File: src/rtl/amd_pkg.sv
package amd_pkg;

   typedef enum logic [1:0] {
      ROLE_SLAVE  = 2'd0,
      ROLE_MASTER = 2'd1,
      ROLE_RSVD   = 2'd2
   } role_e;

   function automatic role_e role_of(input logic [2:0] code);
      role_e r;
      case (code)
         3'd2, 3'd3, 3'd6, 3'd7: r = ROLE_MASTER;
         3'd0, 3'd4:             r = ROLE_SLAVE;
         default:                r = ROLE_RSVD;
      endcase
      return r;
   endfunction

endpackage

File: src/rtl/amd_mode_decode.sv
module amd_mode_decode
   import amd_pkg::*;
#(
   parameter int HALF_W   = 3,
   parameter int HALF_256 = 2,
   parameter int HALF_384 = 3,
   parameter int HALF_512 = 4,
   parameter int HALF_768 = 6
)(
   input  logic [2:0]        mode,
   output logic              master,
   output logic              slave,
   output logic              rsvd,
   output logic [HALF_W-1:0] half
);

   role_e role;

   always_comb begin
      role   = role_of(mode);
      master = (role == ROLE_MASTER);
      slave  = (role != ROLE_MASTER);
      rsvd   = (role == ROLE_RSVD);
      case (mode)
         3'd2:    half = HALF_W'(HALF_256);
         3'd3:    half = HALF_W'(HALF_512);
         3'd6:    half = HALF_W'(HALF_384);
         3'd7:    half = HALF_W'(HALF_768);
         default: half = HALF_W'(HALF_256);
      endcase
   end

endmodule

File: src/rtl/amd_bit_div.sv
module amd_bit_div #(
   parameter int HALF_W = 3
)(
   input  logic              clk,
   input  logic              rst_n,
   input  logic              run,
   input  logic [HALF_W-1:0] half,
   output logic              bclk,
   output logic              fall_stb
);

   logic [HALF_W-1:0] cnt;
   logic              wrap;

   // ">=" keeps the counter bounded if the ratio shrinks while running
   assign wrap     = (cnt >= (half - 1'b1));
   assign fall_stb = run & wrap & bclk;

   always_ff @(posedge clk or negedge rst_n) begin
      if (!rst_n) begin
         cnt  <= '0;
         bclk <= 1'b0;
      end else if (!run) begin
         cnt  <= '0;
         bclk <= 1'b0;
      end else if (wrap) begin
         cnt  <= '0;
         bclk <= ~bclk;
      end else begin
         cnt  <= cnt + 1'b1;
      end
   end

endmodule

File: src/rtl/amd_frame_div.sv
module amd_frame_div #(
   parameter int FRAME_BITS = 64
)(
   input  logic clk,
   input  logic rst_n,
   input  logic run,
   input  logic fall_stb,
   output logic lrck
);

   localparam int CW = $clog2(FRAME_BITS);

   logic [CW-1:0] bit_cnt;

   always_ff @(posedge clk or negedge rst_n) begin
      if (!rst_n)        bit_cnt <= '0;
      else if (!run)     bit_cnt <= '0;
      else if (fall_stb) bit_cnt <= bit_cnt + 1'b1;
   end

   // top bit of the bit counter: low for the first half of the frame
   assign lrck = bit_cnt[CW-1];

endmodule

File: src/rtl/audio_mclk_div.sv
module audio_mclk_div #(
   parameter int DIV_256    = 4,
   parameter int DIV_384    = 6,
   parameter int DIV_512    = 8,
   parameter int DIV_768    = 12,
   parameter int FRAME_BITS = 64,
   parameter bit OUT_REG    = 1'b0
)(
   input  logic       mclk,
   input  logic       rst_n,
   input  logic       pwr_dn,
   input  logic [2:0] mode,
   output logic       bclk_o,
   output logic       lrck_o,
   output logic       clk_oe,
   output logic       is_slave,
   output logic       mode_err
);

   localparam int MAX_A   = (DIV_256 > DIV_384) ? DIV_256 : DIV_384;
   localparam int MAX_B   = (DIV_512 > DIV_768) ? DIV_512 : DIV_768;
   localparam int MAX_DIV = (MAX_A > MAX_B) ? MAX_A : MAX_B;
   localparam int HALF_W  = $clog2(MAX_DIV / 2 + 1);

   generate
      if ((DIV_256 % 2) != 0 || (DIV_384 % 2) != 0 ||
          (DIV_512 % 2) != 0 || (DIV_768 % 2) != 0) begin : g_bad_odd
         $error("audio_mclk_div: every divide ratio must be even for a 50 percent duty");
      end
      if (DIV_256 < 2 || DIV_384 < 2 || DIV_512 < 2 || DIV_768 < 2) begin : g_bad_small
         $error("audio_mclk_div: divide ratios must be at least 2");
      end
      if (FRAME_BITS < 4 || (FRAME_BITS & (FRAME_BITS - 1)) != 0) begin : g_bad_frame
         $error("audio_mclk_div: FRAME_BITS must be a power of two of at least 4");
      end
   endgenerate

   logic              master;
   logic              slave;
   logic              rsvd;
   logic [HALF_W-1:0] half;
   logic              run;
   logic              bclk_q;
   logic              fall_stb;
   logic              lrck_q;

   amd_mode_decode #(
      .HALF_W   (HALF_W),
      .HALF_256 (DIV_256 / 2),
      .HALF_384 (DIV_384 / 2),
      .HALF_512 (DIV_512 / 2),
      .HALF_768 (DIV_768 / 2)
   ) u_dec (
      .mode   (mode),
      .master (master),
      .slave  (slave),
      .rsvd   (rsvd),
      .half   (half)
   );

   assign run = master & ~pwr_dn;

   amd_bit_div #(
      .HALF_W (HALF_W)
   ) u_bdiv (
      .clk      (mclk),
      .rst_n    (rst_n),
      .run      (run),
      .half     (half),
      .bclk     (bclk_q),
      .fall_stb (fall_stb)
   );

   amd_frame_div #(
      .FRAME_BITS (FRAME_BITS)
   ) u_fdiv (
      .clk      (mclk),
      .rst_n    (rst_n),
      .run      (run),
      .fall_stb (fall_stb),
      .lrck     (lrck_q)
   );

   generate
      if (OUT_REG) begin : g_out_reg
         logic bclk_r;
         logic lrck_r;
         always_ff @(posedge mclk or negedge rst_n) begin
            if (!rst_n) begin
               bclk_r <= 1'b0;
               lrck_r <= 1'b0;
            end else begin
               bclk_r <= bclk_q & run;
               lrck_r <= lrck_q & run;
            end
         end
         assign bclk_o = bclk_r;
         assign lrck_o = lrck_r;
      end else begin : g_out_comb
         assign bclk_o = bclk_q & run;
         assign lrck_o = lrck_q & run;
      end
   endgenerate

   assign clk_oe   = master;
   assign is_slave = slave;
   assign mode_err = rsvd;

endmodule

File: config.mk
export PLATFORM = sky130hd
export DESIGN_NAME = audio_mclk_div
export DESIGN_NICKNAME = d
export VERILOG_FILES = /design/src/rtl/amd_pkg.sv /design/src/rtl/amd_mode_decode.sv /design/src/rtl/amd_bit_div.sv /design/src/rtl/amd_frame_div.sv /design/src/rtl/audio_mclk_div.sv
export SDC_FILE = /design/constraint.sdc
export NUM_CORES = 1
export LEC_CHECK = 0
export ABC_AREA = 1
export BUFFER_PORTS_ARGS = -buffer_cell sky130_fd_sc_hd__clkbuf_2
export CAP_MARGIN = 20
export CORE_MARGIN = 5
export CORE_UTILIZATION = 30
export DETAILED_ROUTE_END_ITERATION = 12
export GPL_TIMING_DRIVEN = 1
export RECOVER_POWER = 25
export SYNTH_ARGS = -nofsm -noshare
export SYNTH_HDL_FRONTEND = slang
export SYNTH_SLANG_ARGS = --single-unit
File: constraint.sdc
create_clock -name mclk -period 4.5 [get_ports mclk]
set_clock_uncertainty 0.1 [all_clocks]
set_input_delay 0.675 -clock mclk [delete_from_list [all_inputs] [get_ports mclk]]
set_output_delay 0.675 -clock mclk [all_outputs]
set_load 0.05 [all_outputs]
==> qor.csv, run 1 <==
stage;metric;value;unit
timing;RSZ-0062 raised after global routing;false;
worst_setup_path;capturing element type of the critical path;output port;
synthesis;synthesized area;673;um2
synthesis;Avg Inst Size Synth;8.01;um2
worst_setup_path;endpoint required time on the critical path;3.72;ns
placed_design;post-DP HPWL;934;um
final_layout;fraction of final layout cells sized beyond drive strength 1;24.0;%
timing;shortest period the worst path allows;2.20;ns
final_layout;utilization after layout;35.8;%
final_layout;Synth-to-Final Area Change;15.2;%
clock_network;Post-CTS Setup Inserts;0;
global_routing;via count of the first global-routing pass;524;
pwr;Leakage;0.417;nW
floorplanning;total die area;0.00329;mm2
detailed_routing;DRC marker count from the first detailed-route iteration;2;
clock_network;hold-fix buffers at CTS;0;
timing;Setup Total Neg Slack;0;ns
worst_setup_path;Crit Path Category;input port to output port;
floorplanning;I/O pin total;11;
synthesis;post-synthesis async set-or-reset flop share;100;%
final_layout;antenna diode count;0;
synthesis;count of mapped cells out of synthesis;84;
detailed_routing;detailed-route wire length;1110;um
synthesis;register bit total from synthesis;10;
timing;Peak Freq;454;MHz
timing;final worst path period share;48.9;%
synthesis;post-synth top area cell;sky130_fd_sc_hd__dfrtp_1;
final_layout;Final Instance Count excl. Fillers;124;
pwr;Peak VDD IR;0.137;mV
synthesis;Yosys top cell area share;37.2;%
worst_hold_path;Min-Delay Path Class;input port to async pin;
floorplanning;Core Rows;17;
detailed_routing;via count;530;
floorplanning;die height;57.4;um
clock_network;TritonCTS clock tree;yes;
clock_network;# resized after CTS;0;
detailed_routing;drc violations;0;
floorplanning;die width;57.4;um
timing;final number of max-transition violations;0;
clock_network;clock edge transition at the registers on the reported setup and hold paths;0.06;ns
placed_design;Post-Place Cells;121;
job;max-capacitance violation count;0;
placed_design;# port buffers;10;
worst_setup_path;arrival time worst endpoint;1.43;ns
synthesis;Main synth FF type;sky130_fd_sc_hd__dfrtp_1;
timing;setup violators final;0;
pwr;power density over the cells;251;mW/mm2
global_routing;GRT Resource Usage Total;7.83;%
final_layout;number of nets in the layout;109;
synthesis;dominant cell by count in the synthesized netlist;sky130_fd_sc_hd__nand2_1;
timing;relative slew slack;63.5;%
global_routing;largest net degree at the start of global routing;11;
clock_network;Clock Latency Late Sink;0.26;ns
detailed_routing;ratio of routed vias to standard cells;4.27;
clock_network;H-tree level count;1;
synthesis;sequential share of the synthesized area;37.2;%
global_routing;antenna violations before repair;0;
synthesis;Area contributors post-synth;sky130_fd_sc_hd__dfrtp_1 (37%), sky130_fd_sc_hd__nand2_1 (12%), sky130_fd_sc_hd__ha_1 (9.3%);
clock_network;number of buffers on the longest clock path;2;
detailed_routing;DRT Pass-1 Iters;2;
worst_setup_path;Critical Path Source Type;input port;
synthesis;number of flops mapped to enable cells by yosys;0;
floorplanning;initial standard-cell utilization of the core;31.0;%
detailed_routing;antenna-violating nets left;0;
timing;final hold vios;0;
placed_design;weighted congestion reported at the end of routability-driven placement;0.786;
global_routing;global route total overflow;0;
floorplanning;area of the core;0.00217;mm2
timing;slew at the pin with the worst max-slew slack;0.547;ns
worst_setup_path;worst-path fanout max;6;
synthesis;Yosys warning total;0;
clock_network;library cell used as clock root buffer;sky130_fd_sc_hd__clkbuf_4;
synthesis;commonest cells in the synthesized netlist;sky130_fd_sc_hd__nand2_1 (22), sky130_fd_sc_hd__inv_1 (12), sky130_fd_sc_hd__dfrtp_1 (10), sky130_fd_sc_hd__nor2_1 (10), sky130_fd_sc_hd__nand3_1 (8);
clock_network;number of sinks driven by the clock tree;10;
synthesis;count of unique library cells instantiated by Yosys;17;
detailed_routing;post-DR wirelength/cell;8.98;um
synthesis;Post-Synthesis Net Count;95;
global_routing;wire length of the first global-routing pass;2020;um
clock_network;number of buffers added by the clock tree synthesis step;3;
status;run status;completed;
layer usage:
metal,routed length [um],share of wire (%),GRT usage [%],vias up
li1,-,-,-,290
met4,19,1.7,5.96,0
met3,10,0.90,1.36,2
met1,552,50,9.43,232
met2,531,48,12.3,6
met5,0,0,0,-
final timing paths:
path	cells past startpoint	end	slack, ns	start
hold reg to reg	1	u_bdiv.cnt[0]	0.36	u_bdiv.cnt[0]
setup / recovery	4	bclk_o	2.30	mode[1]
setup reg to reg	9	u_fdiv.bit_cnt[3]	2.99	u_bdiv.cnt[2]
min in group mclk	1	u_bdiv.cnt[0]	0.36	u_bdiv.cnt[0]
hold / removal	1	u_fdiv.bit_cnt[2]	0.27	rst_n
max in group asynchronous	1	u_bdiv.cnt[1]	3.67	rst_n
cells in the final DEF, fill, tap and decap left out, drive strengths merged:
cell	instances
dfrtp	10
xor2	2
o21bai	1
o21ai	4
nor2	11
nand3	8
nand2	26
xnor2	1
clkbuf	13
inv	14
o21a	1
ha	5
through the flow:
stage	instance area [um2]	setup WS, ns	hold slack (ns)	power, mW
2_1_floorplan	673	2.19	0.279	0.128
3_3_place_gp	754	2.31	0.359	0.138
3_5_place_dp	754	2.29	0.353	0.139
4_1_cts	777	2.28	0.173	0.200
5_1_grt	776	2.23	0.322	0.208
6_report	776	2.30	0.270	0.194
area by class of cell:
cell class	count	area [um2]
sequential	10	250
tap	28	35.0
inverter	14	55.1
multi-input combinational	59	364
clock buffer	3	22.5
timing repair buffer	10	48.8
fill	245	1390
worst max-delay path, stage by stage:
cell and delay, ns:
sky130_fd_sc_hd__clkbuf_2 0.15, sky130_fd_sc_hd__nand2_4 0.09, sky130_fd_sc_hd__nor2_1 0.18, sky130_fd_sc_hd__clkbuf_2 0.32
cells by family (layout without fill, tap and decap cells):
logic type               Yosys count  in the layout  share of synthesized area, %
AO/OA/AOI/OAI                      6              6                          7.44
AND/OR/NAND/NOR                   45             45                          33.5
adder cells (fa/ha/maj)            5              5                          9.29
buffers and inverters             15             27                          8.74
XOR/XNOR                           3              3                          3.90
flip-flops                        10             10                          37.2
state kept, by name, indices dropped and copies added (netlist names):
| signal | cells |
|---|---|
| u_bdiv.bclk | 1 |
| u_bdiv.cnt | 3 |
| u_fdiv.bit_cnt | 6 |
power by group:
part / switching (mW) / internal [mW]
Sequential: 0.00269 / 0.0930
Combinational: 0.0285 / 0.0118
Clock: 0.0276 / 0.0308
Power figures use the tool's default switching activity.
==> run 2, diff against run 1 <==
==> constraint.sdc (replaced) <==
create_clock -name mclk -period 1.95 [get_ports mclk]
set_clock_uncertainty 0.1 [all_clocks]
set_input_delay 0.2925 -clock mclk [delete_from_list [all_inputs] [get_ports mclk]]
set_output_delay 0.2925 -clock mclk [all_outputs]
set_load 0.05 [all_outputs]
==> qor.csv, run 2 (synthesized netlist as in run 1, its figures left out) <==
stage;metric;value;unit
worst_setup_path;internal reg-to-reg setup slack;0.44;ns
worst_setup_path;highest cell delay on the worst timing path;0.35;ns
clock_network;hold-fix buffers at CTS;1;
worst_setup_path;reg2reg path depth;9;
floorplanning;area of the core;0.00217;mm2
global_routing;largest net degree at the start of global routing;11;
detailed_routing;DRT Pass-1 Iters;4;
global_routing;GRT Resource Usage Total;7.92;%
job;max-capacitance violation count;0;
detailed_routing;drc violations;0;
final_layout;final-layout fill cell count;242;
final_layout;most frequent cells in the layout;sky130_fd_sc_hd__nand2_1 (22), sky130_fd_sc_hd__inv_1 (12), sky130_fd_sc_hd__nor2_1 (10), sky130_fd_sc_hd__dfrtp_1 (10), sky130_fd_sc_hd__clkbuf_2 (9);
final_layout;Final Instance Count excl. Fillers;126;
placed_design;weighted congestion reported at the end of routability-driven placement;0.729;
clock_network;clock edge transition at the registers on the reported setup and hold paths;0.07;ns
floorplanning;I/O pin total;11;
placed_design;Post-Place Cells;121;
worst_setup_path;cell family with most CP delay;buffers and inverters;
worst_setup_path;CP bufs+invs;2;
final_layout;number of nets in the layout;110;
global_routing;global route total overflow;0;
final_layout;register with the most flip-flops;u_fdiv.bit_cnt;
worst_hold_path;Min-Delay Path Class;input port to register;
final_layout;Synth-to-Final Area Change;18.8;%
clock_network;Clock Latency Late Sink;0.27;ns
pwr;Peak VDD IR;0.264;mV
worst_setup_path;endpoint required time on the critical path;1.56;ns
pwr;power density over the cells;634;mW/mm2
final_layout;fraction of final layout cells sized beyond drive strength 1;24.5;%
status;run status;completed;
pwr;Leakage;0.428;nW
placed_design;# port buffers;10;
floorplanning;die width;57.4;um
worst_setup_path;path length in cells of the critical path;3;
final_layout;Largest register FFs;6;
timing;relative slew slack;62.9;%
worst_setup_path;Critical Path Source Type;register;
placed_design;post-DP HPWL;969;um
clock_network;Post-CTS Setup Inserts;0;
global_routing;via count of the first global-routing pass;559;
floorplanning;initial standard-cell utilization of the core;31.0;%
final_layout;antenna diode count;0;
worst_setup_path;arrival time worst endpoint;1.17;ns
detailed_routing;detailed-route wire length;1190;um
clock_network;H-tree level count;1;
floorplanning;die height;57.4;um
clock_network;library cell used as clock root buffer;sky130_fd_sc_hd__clkbuf_4;
final_layout;utilization after layout;36.9;%
worst_setup_path;endpoint of the worst setup timing path;bclk_o;
worst_setup_path;worst-path cell chain;inv_1 > nor2_1 > clkbuf_2;
timing;RSZ-0062 raised after global routing;false;
detailed_routing;antenna-violating nets left;0;
global_routing;wire length of the first global-routing pass;2130;um
worst_setup_path;Crit Path Category;register to output port;
detailed_routing;via count;541;
detailed_routing;DRC marker count from the first detailed-route iteration;6;
clock_network;number of buffers on the longest clock path;2;
clock_network;number of sinks driven by the clock tree;10;
timing;shortest period the worst path allows;1.56;ns
floorplanning;total die area;0.00329;mm2
worst_setup_path;endpoint of the worst register-to-register path;u_fdiv.bit_cnt[3];
timing;final hold vios;0;
clock_network;number of buffers added by the clock tree synthesis step;3;
floorplanning;Core Rows;17;
worst_setup_path;master of the slowest instance on the critical path;sky130_fd_sc_hd__dfrtp_1;
timing;final number of max-transition violations;0;
clock_network;# resized after CTS;0;
timing;final worst path period share;80.2;%
worst_setup_path;worst-path fanout max;3;
timing;Setup Total Neg Slack;0;ns
clock_network;TritonCTS clock tree;yes;
worst_setup_path;capturing element type of the critical path;output port;
timing;Peak Freq;639;MHz
worst_setup_path;source of the critical timing path;u_bdiv.bclk;
timing;setup violators final;0;
timing;slew at the pin with the worst max-slew slack;0.556;ns
global_routing;antenna violations before repair;0;
timing;Hold WS;0.325;ns
worst_setup_path;Reg2Reg Launch Point;u_bdiv.cnt[2];
final_layout;top flop regs;u_fdiv.bit_cnt x6, u_bdiv.cnt x3, u_bdiv.bclk x1;
detailed_routing;ratio of routed vias to standard cells;4.29;
final_layout;most common cell after layout, fill and taps aside;sky130_fd_sc_hd__nand2_1;
detailed_routing;post-DR wirelength/cell;9.40;um
## run 2: cell count changes in the layout (fill, tap and decap cells not counted)
cell | previous run | this run
sky130_fd_sc_hd__clkbuf_8 | 0 | 1
sky130_fd_sc_hd__dlygate4sd3_1 | 0 | 1
## run 2: metrics by stage
| step | total power [mW] | worst slack [ns] | cell area (um2) |
|---|---|---|---|
| global placement | 0.318 | 0.237 | 754 |
| global route | 0.538 | 0.295 | 800 |
| CTS | 0.517 | 0.358 | 801 |
| finish | 0.507 | 0.385 | 800 |
| detailed placement | 0.321 | 0.192 | 754 |
| floorplan | 0.296 | 0.354 | 673 |
## run 2: worst min-delay path by stage
stage,start,endpoint,slack [ns],depth (start not counted)
floorplan,rst_n,u_bdiv.bclk,-0.10,0
global route,pwr_dn,u_fdiv.bit_cnt[3],0.37,6
CTS,rst_n,u_fdiv.bit_cnt[4],0.32,2
global placement,rst_n,u_fdiv.bit_cnt[4],0.07,1
detailed placement,rst_n,u_fdiv.bit_cnt[4],0.08,1
finish,pwr_dn,u_fdiv.bit_cnt[3],0.32,6
## run 2: power by group
part | switching (mW) | internal [mW] | total, mW
Combinational | 0.0672 | 0.0290 | 0.0962
Sequential | 0.00647 | 0.214 | 0.221
Clock | 0.0767 | 0.113 | 0.190
## run 2: per-layer routing
metal	vias to the layer above	wire, um	global-route usage [%]	share of wire (%)
li1	289	-	-	-
met1	244	525	9.14	44
met2	6	628	14.2	53
met3	2	17	0.905	1.4
met4	0	14	3.97	1.2
met5	-	0	0	0
## run 2: worst reg2reg max path, cell delays in order, from the launching register on
cell,delay [ns]
sky130_fd_sc_hd__dfrtp_1,0.40
sky130_fd_sc_hd__ha_1,0.32
sky130_fd_sc_hd__nand2_1,0.07
sky130_fd_sc_hd__nand2_1,0.07
sky130_fd_sc_hd__nor2_4,0.10
sky130_fd_sc_hd__nand2_4,0.10
sky130_fd_sc_hd__nand2_8,0.12
sky130_fd_sc_hd__inv_4,0.04
sky130_fd_sc_hd__nand2_1,0.05
sky130_fd_sc_hd__nand2_1,0.04
## run 2: cell type report
cell class / count / area [um2] / area share, %
flip-flops and latches: 10 / 250 / 31.3
repair buffers: 11 / 58.8 / 7.36
clock buffers: 4 / 36.3 / 4.54
well taps: 28 / 35.0 / 4.38
multi-input cells: 59 / 364 / 45.5
inverters: 14 / 55.1 / 6.89
